<file path="config.mk">
export PLATFORM = sky130hd
export DESIGN_NAME = cursor_overlay
export DESIGN_NICKNAME = d
export VERILOG_FILES = /design/src/rtl/cursor_pkg.sv /design/src/rtl/cursor_regs.sv /design/src/rtl/cursor_hit.sv /design/src/rtl/cursor_overlay.sv
export SDC_FILE = /design/constraint.sdc
export NUM_CORES = 2
export LEC_CHECK = 0
export BUFFER_PORTS_ARGS = -buffer_cell sky130_fd_sc_hd__buf_2
export CAP_MARGIN = 20
export CORE_ASPECT_RATIO = 0.75
export CORE_MARGIN = 8
export CORE_UTILIZATION = 63
export DETAILED_ROUTE_END_ITERATION = 7
export PLACE_DENSITY = 0.8
export SYNTH_ARGS = -nofsm -noshare
export SYNTH_HDL_FRONTEND = slang
export SYNTH_HIERARCHICAL = 1
export SYNTH_SLANG_ARGS = --single-unit
</file>
<file path="constraint.sdc">
create_clock -name clk -period 7.3 [get_ports clk]
set_input_delay 1.095 -clock clk [delete_from_list [all_inputs] [get_ports clk]]
set_output_delay 1.095 -clock clk [all_outputs]
set_load 0.02 [all_outputs]
</file>
<file path="src/rtl/cursor_pkg.sv">
package cursor_pkg;
    localparam int REG_ADDR_W = 12;
    localparam int REG_DATA_W = 32;
    localparam int COORD_W    = 16;
    localparam int PIX_W      = 24;
    localparam int CUR_SIZE   = 32;

    localparam logic [REG_ADDR_W-1:0] POS_OFS   = 12'h8FC;
    localparam logic [REG_ADDR_W-1:0] SPARE_OFS = 12'h818;
    localparam logic [REG_ADDR_W-1:0] VIS_OFS   = 12'h900;
    localparam logic [REG_ADDR_W-1:0] PICK_OFS  = 12'h980;
    localparam logic [REG_DATA_W-1:0] SPARE_FORCE = 32'h0200_0000;
    localparam logic [COORD_W-1:0]    POS_RESET   = 16'hF000;

    typedef enum logic [1:0] {
        PIX_PASS   = 2'd0,
        PIX_COLOR2 = 2'd1,
        PIX_COLOR3 = 2'd2
    } pix_class_e;
endpackage

</file>
<file path="src/rtl/cursor_regs.sv">
module cursor_regs
    import cursor_pkg::*;
#(
    parameter int ADDR_W = REG_ADDR_W,
    parameter int DATA_W = REG_DATA_W,
    parameter int CW     = COORD_W,
    parameter int ROWS   = CUR_SIZE
) (
    input  logic              clk,
    input  logic              rst_n,
    input  logic              wr_en,
    input  logic              rd_en,
    input  logic [ADDR_W-1:0] addr,
    input  logic [DATA_W-1:0] wdata,
    output logic [DATA_W-1:0] rdata,
    output logic [CW-1:0]     cur_x,
    output logic [CW-1:0]     cur_y,
    input  logic [$clog2(ROWS)-1:0] row_sel,
    output logic [DATA_W-1:0] vis_row,
    output logic [DATA_W-1:0] pick_row
);
    localparam int IDX_W   = $clog2(ROWS);
    localparam int ROW_LSB = 2;
    localparam int WIN_LSB = ROW_LSB + IDX_W;

    logic [DATA_W-1:0] vis_q  [ROWS];
    logic [DATA_W-1:0] pick_q [ROWS];
    logic [DATA_W-1:0] spare_q;
    logic [IDX_W-1:0]  row_addr;
    logic hit_pos, hit_spare, hit_vis, hit_pick;

    // Address decode: word offset for single registers, window for rows
    always_comb begin
        row_addr  = addr[WIN_LSB-1:ROW_LSB];
        hit_pos   = (addr[ADDR_W-1:ROW_LSB] == POS_OFS[ADDR_W-1:ROW_LSB]);
        hit_spare = (addr[ADDR_W-1:ROW_LSB] == SPARE_OFS[ADDR_W-1:ROW_LSB]);
        hit_vis   = (addr[ADDR_W-1:WIN_LSB] == VIS_OFS[ADDR_W-1:WIN_LSB]);
        hit_pick  = (addr[ADDR_W-1:WIN_LSB] == PICK_OFS[ADDR_W-1:WIN_LSB]);
    end

    // Position and spare registers
    always_ff @(posedge clk) begin
        if (!rst_n) begin
            cur_x   <= POS_RESET;
            cur_y   <= POS_RESET;
            spare_q <= '0;
        end else if (wr_en) begin
            if (hit_pos) begin
                cur_x <= wdata[DATA_W-1:DATA_W-CW];
                cur_y <= wdata[CW-1:0];
            end
            if (hit_spare) begin
                spare_q <= wdata;
            end
        end
    end

    // Plane rows, one register per row and plane
    for (genvar r = 0; r < ROWS; r++) begin : g_row
        always_ff @(posedge clk) begin
            if (!rst_n) begin
                vis_q[r]  <= '0;
                pick_q[r] <= '0;
            end else if (wr_en && (row_addr == IDX_W'(r))) begin
                if (hit_vis) begin
                    vis_q[r] <= wdata;
                end
                if (hit_pick) begin
                    pick_q[r] <= wdata;
                end
            end
        end
    end

    assign vis_row  = vis_q[row_sel];
    assign pick_row = pick_q[row_sel];

    // Registered read data: only the spare register is readable
    always_ff @(posedge clk) begin
        if (!rst_n) begin
            rdata <= '0;
        end else if (rd_en && hit_spare) begin
            rdata <= spare_q | SPARE_FORCE;
        end else begin
            rdata <= '0;
        end
    end
endmodule

</file>
<file path="src/rtl/cursor_hit.sv">
module cursor_hit
    import cursor_pkg::*;
#(
    parameter int CW     = COORD_W,
    parameter int DATA_W = REG_DATA_W,
    parameter int SIZE   = CUR_SIZE
) (
    input  logic [CW-1:0]     pix_x,
    input  logic [CW-1:0]     pix_y,
    input  logic [CW-1:0]     cur_x,
    input  logic [CW-1:0]     cur_y,
    input  logic [CW-1:0]     width,
    output logic [$clog2(SIZE)-1:0] row_sel,
    input  logic [DATA_W-1:0] vis_row,
    input  logic [DATA_W-1:0] pick_row,
    output pix_class_e        cls
);
    localparam int IDX_W = $clog2(SIZE);

    logic [CW:0]      dx, dy;
    logic             in_x, in_y, on_line;
    logic [IDX_W-1:0] bit_sel;

    always_comb begin
        // Differences with a borrow bit: borrow set means pixel before cursor
        dx      = {1'b0, pix_x} - {1'b0, cur_x};
        dy      = {1'b0, pix_y} - {1'b0, cur_y};
        in_x    = !dx[CW] && (dx < (CW+1)'(SIZE));
        in_y    = !dy[CW] && (dy < (CW+1)'(SIZE));
        on_line = (pix_x < width) && (cur_x < width);
        row_sel = dy[IDX_W-1:0];
        // Leftmost cursor column maps to the top bit of the row word
        bit_sel = ~dx[IDX_W-1:0];
        cls     = PIX_PASS;
        if (in_x && in_y && on_line && vis_row[bit_sel]) begin
            cls = pick_row[bit_sel] ? PIX_COLOR3 : PIX_COLOR2;
        end
    end
endmodule

</file>
<file path="src/rtl/cursor_overlay.sv">
module cursor_overlay
    import cursor_pkg::*;
(
    input  logic                  clk,
    input  logic                  rst_n,
    input  logic                  reg_wr_en,
    input  logic                  reg_rd_en,
    input  logic [REG_ADDR_W-1:0] reg_addr,
    input  logic [REG_DATA_W-1:0] reg_wdata,
    output logic [REG_DATA_W-1:0] reg_rdata,
    input  logic [COORD_W-1:0]    line_width,
    input  logic [PIX_W-1:0]      overlay_color2,
    input  logic [PIX_W-1:0]      overlay_color3,
    input  logic                  pix_valid_i,
    input  logic [COORD_W-1:0]    pix_x_i,
    input  logic [COORD_W-1:0]    pix_y_i,
    input  logic [PIX_W-1:0]      pix_data_i,
    output logic                  pix_valid_o,
    output logic [PIX_W-1:0]      pix_data_o
);
    localparam int IDX_W = $clog2(CUR_SIZE);

    logic [COORD_W-1:0]    cur_x, cur_y;
    logic [IDX_W-1:0]      row_sel;
    logic [REG_DATA_W-1:0] vis_row, pick_row;
    pix_class_e            cls;

    cursor_regs #(
        .ADDR_W (REG_ADDR_W),
        .DATA_W (REG_DATA_W),
        .CW     (COORD_W),
        .ROWS   (CUR_SIZE)
    ) u_regs (
        .clk      (clk),
        .rst_n    (rst_n),
        .wr_en    (reg_wr_en),
        .rd_en    (reg_rd_en),
        .addr     (reg_addr),
        .wdata    (reg_wdata),
        .rdata    (reg_rdata),
        .cur_x    (cur_x),
        .cur_y    (cur_y),
        .row_sel  (row_sel),
        .vis_row  (vis_row),
        .pick_row (pick_row)
    );

    cursor_hit #(
        .CW     (COORD_W),
        .DATA_W (REG_DATA_W),
        .SIZE   (CUR_SIZE)
    ) u_hit (
        .pix_x    (pix_x_i),
        .pix_y    (pix_y_i),
        .cur_x    (cur_x),
        .cur_y    (cur_y),
        .width    (line_width),
        .row_sel  (row_sel),
        .vis_row  (vis_row),
        .pick_row (pick_row),
        .cls      (cls)
    );

    // Output stage: one register, selected by the pixel class
    always_ff @(posedge clk) begin
        if (!rst_n) begin
            pix_valid_o <= 1'b0;
            pix_data_o  <= '0;
        end else begin
            pix_valid_o <= pix_valid_i;
            unique case (cls)
                PIX_PASS:   pix_data_o <= pix_data_i;
                PIX_COLOR2: pix_data_o <= overlay_color2;
                PIX_COLOR3: pix_data_o <= overlay_color3;
                default:    pix_data_o <= pix_data_i;
            endcase
        end
    end
endmodule

</file>
-- After elaboration in Yosys (flattened, before gate mapping)
Memory sizes are Yosys's and may differ from the RTL's.
Cells that the tools add are included.
- reductions and logical operators: 45
- muxes and demuxes: 267
- bitwise gates (word level): 65
- equal/unequal tests: 37
- order comparisons: 5
- $add $sub $neg: 2
- operators by type and width (operator ; number):
    $mux W32 ; 64
    $mux W1 ; 197
    $eq A5 B5 Y1 const B ; 18
    $or A1 B1 Y1 ; 64
    $pmux W24 S2 ; 1
    $eq A5 B4 Y1 const B ; 8
    $logic_and A1 B1 Y1 ; 39
    $lt A17 B6 Y1 const B ; 2
    $sub A16 B16 Y17 ; 2
    $lt A16 B16 Y1 ; 2
    $mux W26 ; 1
    $eq A10 B10 Y1 const B ; 2
    $eq A5 B3 Y1 const B ; 4
    $bmux W1 S5 ; 2
    $eq A5 B2 Y1 const B ; 2
    $lt A5 B6 Y1 const B ; 1
    $reduce_and A2 Y1 ; 3
    $eq A5 B1 Y1 const B ; 1
    $logic_not A5 Y1 ; 1
    $not A5 Y5 ; 1
    $mux W2 ; 2
    $eq A2 B1 Y1 const B ; 1
    $eq A2 B2 Y1 const B ; 1
    $logic_not A1 Y1 ; 2
- register bits: 121
- RAM bits: 2048
- input bits: 169
- word-level logic and storage cells: 430
- memories kept: 2
- memories (memory ; depth ; bits a word ; read ports ; clocked after Yosys merged registers in ; write ports ; line ; text):
    u_regs.pick_q ; 32 ; 32 ; 1 ; 0 ; 32 ; cursor_regs.sv:27 ; logic [DATA_W-1:0] pick_q [ROWS];
    u_regs.vis_q ; 32 ; 32 ; 1 ; 0 ; 32 ; cursor_regs.sv:26 ; logic [DATA_W-1:0] vis_q [ROWS];

-- Logic depth before layout (Yosys ltp)
- word-level depth: 9
- mapped depth: 27
- gate-level depth less buffers: 23

-- Cells and area by module
The synthesis kept the hierarchy.
- modules (own cells, without submodules) (module ; area an instance (um^2) ; times used ; seq. area each (um^2) ; cells each):
    cursor_regs ; 95404.0 ; 1 ; 63400.8 ; 6265
    cursor_hit ; 2925.3 ; 1 ; 0.0 ; 368
    cursor_overlay ; 1181.1 ; 1 ; 500.5 ; 113

-- Worst setup path before layout
OpenSTA, ideal clock, no wires.
- path kind: input to register
- start: input port pix_y_i[0]
- end: register pix_data_o[0]
- data arrival time: 6.080 ns
- buffers on the path: 5
- required time: 7.184 ns
- stages on the path: 25
- slack: 1.104 ns
- cell sequence: inv_1 ha_1 fa_1 nor2b_1 o21a_1 nor2_1 xnor2_1 buf_2 nand2_1 or2_2 clkbuf_1 clkbuf_1 o22ai_1 nor4_1 mux4_2 mux4_2 mux2i_1 or3b_1 nor4_1 inv_1 ha_1 buf_6 buf_6 a221o_1 and3_1
- elaborated cells between the ends (all ways): 18
- classes of those cells: 1 x add/sub; 1 x order compare; 2 x eq/ne; 7 x mux; 5 x reduce/logical; 2 x memory
- RTL lines (item ; line ; text):
    start, declared ; cursor_overlay.sv:16 ; input logic [COORD_W-1:0] pix_y_i,
    $sub A16 B16 Y17 (*) ; cursor_hit.sv:27 ; dy = {1'b0, pix_y} - {1'b0, cur_y};
    named net row_sel[4] ; cursor_overlay.sv:24 ; logic [IDX_W-1:0] row_sel;
    $mem_v2 Z32 W32 (*) ; n/a ;
    named net pick_row[7] ; cursor_overlay.sv:25 ; logic [REG_DATA_W-1:0] vis_row, pick_row;
    $bmux W1 S5 (*) ; cursor_hit.sv:36 ; cls = pick_row[bit_sel] ? PIX_COLOR3 : PIX_COLOR2;
    $mux W1 (implied by the code) (*) ; cursor_hit.sv:36 ;
    $mux W2 (*) ; cursor_hit.sv:36 ;
    $mux W2 (*) ; cursor_hit.sv:35 ; if (in_x && in_y && on_line && vis_row[bit_sel]) begin
    named net cls[0] ; cursor_overlay.sv:26 ; pix_class_e cls;
    $eq A2 B2 Y1 or $eq A2 B1 Y1 (tied branches) ; cursor_overlay.sv:71 ; unique case (cls)
    $pmux W24 S2 (*) ; cursor_overlay.sv:71 ;
    end signal, assigned ; cursor_overlay.sv:72 ; PIX_PASS: pix_data_o <= pix_data_i;
    end signal, assigned ; cursor_overlay.sv:73 ; PIX_COLOR2: pix_data_o <= overlay_color2;
    end signal, assigned ; cursor_overlay.sv:74 ; PIX_COLOR3: pix_data_o <= overlay_color3;
    end, declared ; cursor_overlay.sv:19 ; output logic [PIX_W-1:0] pix_data_o
The timed path passes the listed nets; every way through them passes the cells marked *. The select of a mux whose other input is x is not followed.
A chain may end at the register's enable or synchronous reset.

-- Final worst setup path
- start: input port pix_y_i[0]
- end: register pix_data_o[18]
Same word-level chain as after synthesis.

==> flow_metrics.py <==
metrics = {
    "setup_path": {
        "cpMaxStageDelayCell": "o22ai_1",
        "critPathTopFamily": "simple AND/OR/NAND/NOR gates",
        "slowest_delay_ns": 0.70,
        "cp_num_buf_inv": 8,
        "crit_type": "input port to flop",
        "end_kind": "flop",
        "crit_path_frequent_cell": "buf_4",
        "critical_path.startpoint": "pix_y_i[0]",
        "crit_fanout": 44,
        "cp_data_arrival_time_ns": 7.90,
        "start_kind": "input port",
        "cp.required_ns": 8.02,
        "r2r_start": "u_regs/cur_y[0]$_SDFFE_PN0P_",
    },
    "yosys": {
        "synth_area_leader_cell": "edfxtp_1",
        "netlist.area_leader.share_pct": 61.8,
        "syn_area_mm2": 0.0995,
        "synth.yosys.seq_area_share_pct": 64.2,
        "yosysWarnings": 6,
        "synthFlopType": "edfxtp_1",
        "synth_nets": 6981,
        "synth_cell_type_count": 89,
        "synth_edf_count": 2048,
        "async_flop_share_pct": 0,
        "synth_cells": 6746,
        "yosys_register_bits": 2168,
        "synth_area_leaders": "edfxtp_1, and2_1, mux4_2",
        "syn_area_per_cell_um2": 14.8,
    },
    "power": {
        "p_clk_share_pct": 37.9,
        "pwr_density_cell_mw_per_mm2": 244,
        "pwr-share-seq_pct": 53.0,
        "leakagePower_nw": 39.4,
        "ir_drop_mv": 0.271,
        "swShare_pct": 23.5,
        "power.switching_mw": 6.34,
        "combPwrFrac_pct": 9.0,
        "p_int_mw": 20.7,
    },
    "clock_network": {
        "clkLatencyLatePin_ns": 0.86,
        "ctsHoldBuffers": 0,
        "clockBufferDepth": 3,
        "cts_setup_buffers": 0,
        "tritoncts": "yes",
        "cts_inserted_buffers": 198,
        "clkTransAtPathRegs_ns": 0.06,
        "cts_resized": 0,
        "cts-htree-levels": 4,
        "cts-root-buf": "clkbuf_16",
        "cts.sinks": 2168,
    },
    "worst_hold_path": {
        "min_from": "u_regs/spare_q[24]$_SDFFE_PN0P_",
        "hp-class": "flop to flop",
    },
    "global_routing": {
        "grt_pass1_vias": 59774,
        "antenna_found_initial": 26,
        "grt_max_degree": 68,
        "overflow": 0,
        "grt_pass1_wl_um": 423000,
        "track_usage_pct": 34.1,
    },
    "finish": {
        "drive_gt1_share_pct": 21.2,
        "area_growth_pct": 11.4,
        "final_nets": 7098,
        "fin_cells": 9150,
    },
    "timing": {
        "period_share_pct": 98.4,
        "relSlewSlack_pct": 19.5,
        "fin_skew_ns": 0.0296,
        "period_needed_ns": 7.18,
        "rsz0062_at_grt": "no",
        "tightest_slew_ns": 1.21,
        "slew_viol_final": 0,
        "timing.final.ws_setup_ns": 0.119,
        "finalHoldViolCount": 0,
        "whs_ns": 0.453,
        "fmaxAchievable_mhz": 139,
        "finalSetupViolCount": 0,
        "setup_tns_ns": 0,
    },
    "status": {
        "outcome": "finished clean",
    },
    "routing": {
        "num_vias": 61735,
        "firstDrtPassIters": 6,
        "antenna_left": 0,
        "drt_iter0_markers": 10495,
        "drt-total-wl_um": 297000,
        "viasPerCell": 6.75,
        "drc": 0,
        "wl_per_cell_um": 32.5,
    },
    "place": {
        "dp_hpwl_um": 178000,
        "portBuffers": 223,
        "placedCellCount": 8775,
        "post-place-ws_ns": -0.417,
        "finalWeightedCongestion": 0.944,
    },
    "floorplanning": {
        "io_pins": 226,
        "core-area_mm2": 0.157,
        "rows": 126,
        "start_util_pct": 63.3,
        "die_area_mm2": 0.171,
        "die_w_um": 475,
        "die_h_um": 360,
    },
    "run": {
        "drv_cap": 0,
    },
}
==> final timing paths <==
kind / endpoint / slack [ns] / cells after the start
setup / recovery: pix_data_o[18]$_SDFF_PN0_ / 0.12 / 25
hold / removal: u_regs/spare_q[24]$_SDFFE_PN0P_ / 0.45 / 2
setup reg to reg: pix_data_o[18]$_SDFF_PN0_ / 0.23 / 23
hold reg to reg: u_regs/spare_q[24]$_SDFFE_PN0P_ / 0.45 / 2
==> metal layers <==
layer | up-vias | track usage (%) | routed length [um]
li1 | 25007 | - | -
met3 | 657 | 11.4 | 47700
met5 | - | 0 | 53
met2 | 4931 | 48.9 | 129000
met4 | 8 | 13.3 | 12100
met1 | 31132 | 48.8 | 108000
==> worst min-delay path: cells and delay by family, from the launching register on <==
family / cells / cell delay [ns]
AOI/OAI and AO/OA: 1 / 0.05
DFF: 1 / 0.30
and+or+nand+nor: 1 / 0.05
==> through the flow <==
stage,power (mW),util [%],cell area [um^2]
2_1_floorplan,15.8,-,99500
3_3_place_gp,16.9,66.5,105000
3_5_place_dp,16.9,66.5,105000
4_1_cts,27.0,70.5,111000
5_1_grt,27.6,70.5,111000
6_report,27.0,70.5,111000
==> sequential cells by signal, summed over array words and instances, names as in the netlist <==
signal / cells
u_regs/rdata: 32
u_regs/pick_q: 1024
pix_data_o: 24
u_regs/vis_q: 1024
pix_valid_o: 1
u_regs/spare_q: 31
u_regs/cur_y: 16
u_regs/cur_x: 16
==> cell type report <==
class | count | area [um^2]
flip-flops and latches | 2168 | 63900
fillers | 9881 | 46300
multi-input cells | 3856 | 33500
clock buffers | 252 | 5350
repair buffers | 575 | 4220
well taps | 2112 | 2640
clock inverters | 110 | 948
inverters | 64 | 255
diodes | 13 | 32.5
==> logic make-up after synthesis <==
logic type | synth area share, %
simple gates | 16.0
buf+inv | 3.26
compound gates | 3.55
xor+xnor | 0.156
mux | 12.0
flops | 64.2
fa+ha+maj | 0.845
==> cell usage after synthesis (6+ instances only) <==
cell,count
nor4_2,8
nor2_2,6
nand2b_1,32
nor2b_1,17
o21ai_0,75
buf_4,46
buf_2,203
nor3_2,11
clkbuf_2,16
clkbuf_1,368
a21oi_1,92
a211oi_1,9
a221o_1,24
inv_1,63
dfxtp_1,120
a21o_1,12
edfxtp_1,2048
and2_1,2088
nor2_1,70
nor4_1,54
mux2i_1,138
buf_6,12
nand2_1,192
a22oi_1,72
xnor2_1,9
nor3_1,6
and3_1,26
o21a_1,8
mux4_2,462
buf_1,13
nand4_1,20
ha_1,64
o22ai_1,204
nand3_1,47
a221oi_1,7
==> cell usage in the layout, fill, tap and decap left out, types with 29 or more instances in the layout <==
master,count
nand2_1,192
buf_4,316
clkbuf_1,40
clkinv_1,41
and2_1,2088
a22oi_1,72
mux4_2,462
nand3_1,47
buf_12,36
buf_2,222
o22ai_1,204
clkinv_2,42
a21oi_1,92
nor2_1,29
dfxtp_1,120
mux2i_1,138
clkbuf_16,203
o21ai_4,63
nor4_1,54
inv_1,60
nand2b_1,31
ha_1,64
edfxtp_1,2048
==> power by group through the flow <==
stage	combinational, mW	clock, mW	sequential [mW]
floorplan	1.29	0	14.5
global placement	2.33	0	14.5
detailed placement	2.36	0	14.6
CTS	2.37	10.3	14.3
global route	2.49	10.8	14.4
finish	2.44	10.3	14.3
Note: power is estimated with default switching activity, not from simulation.
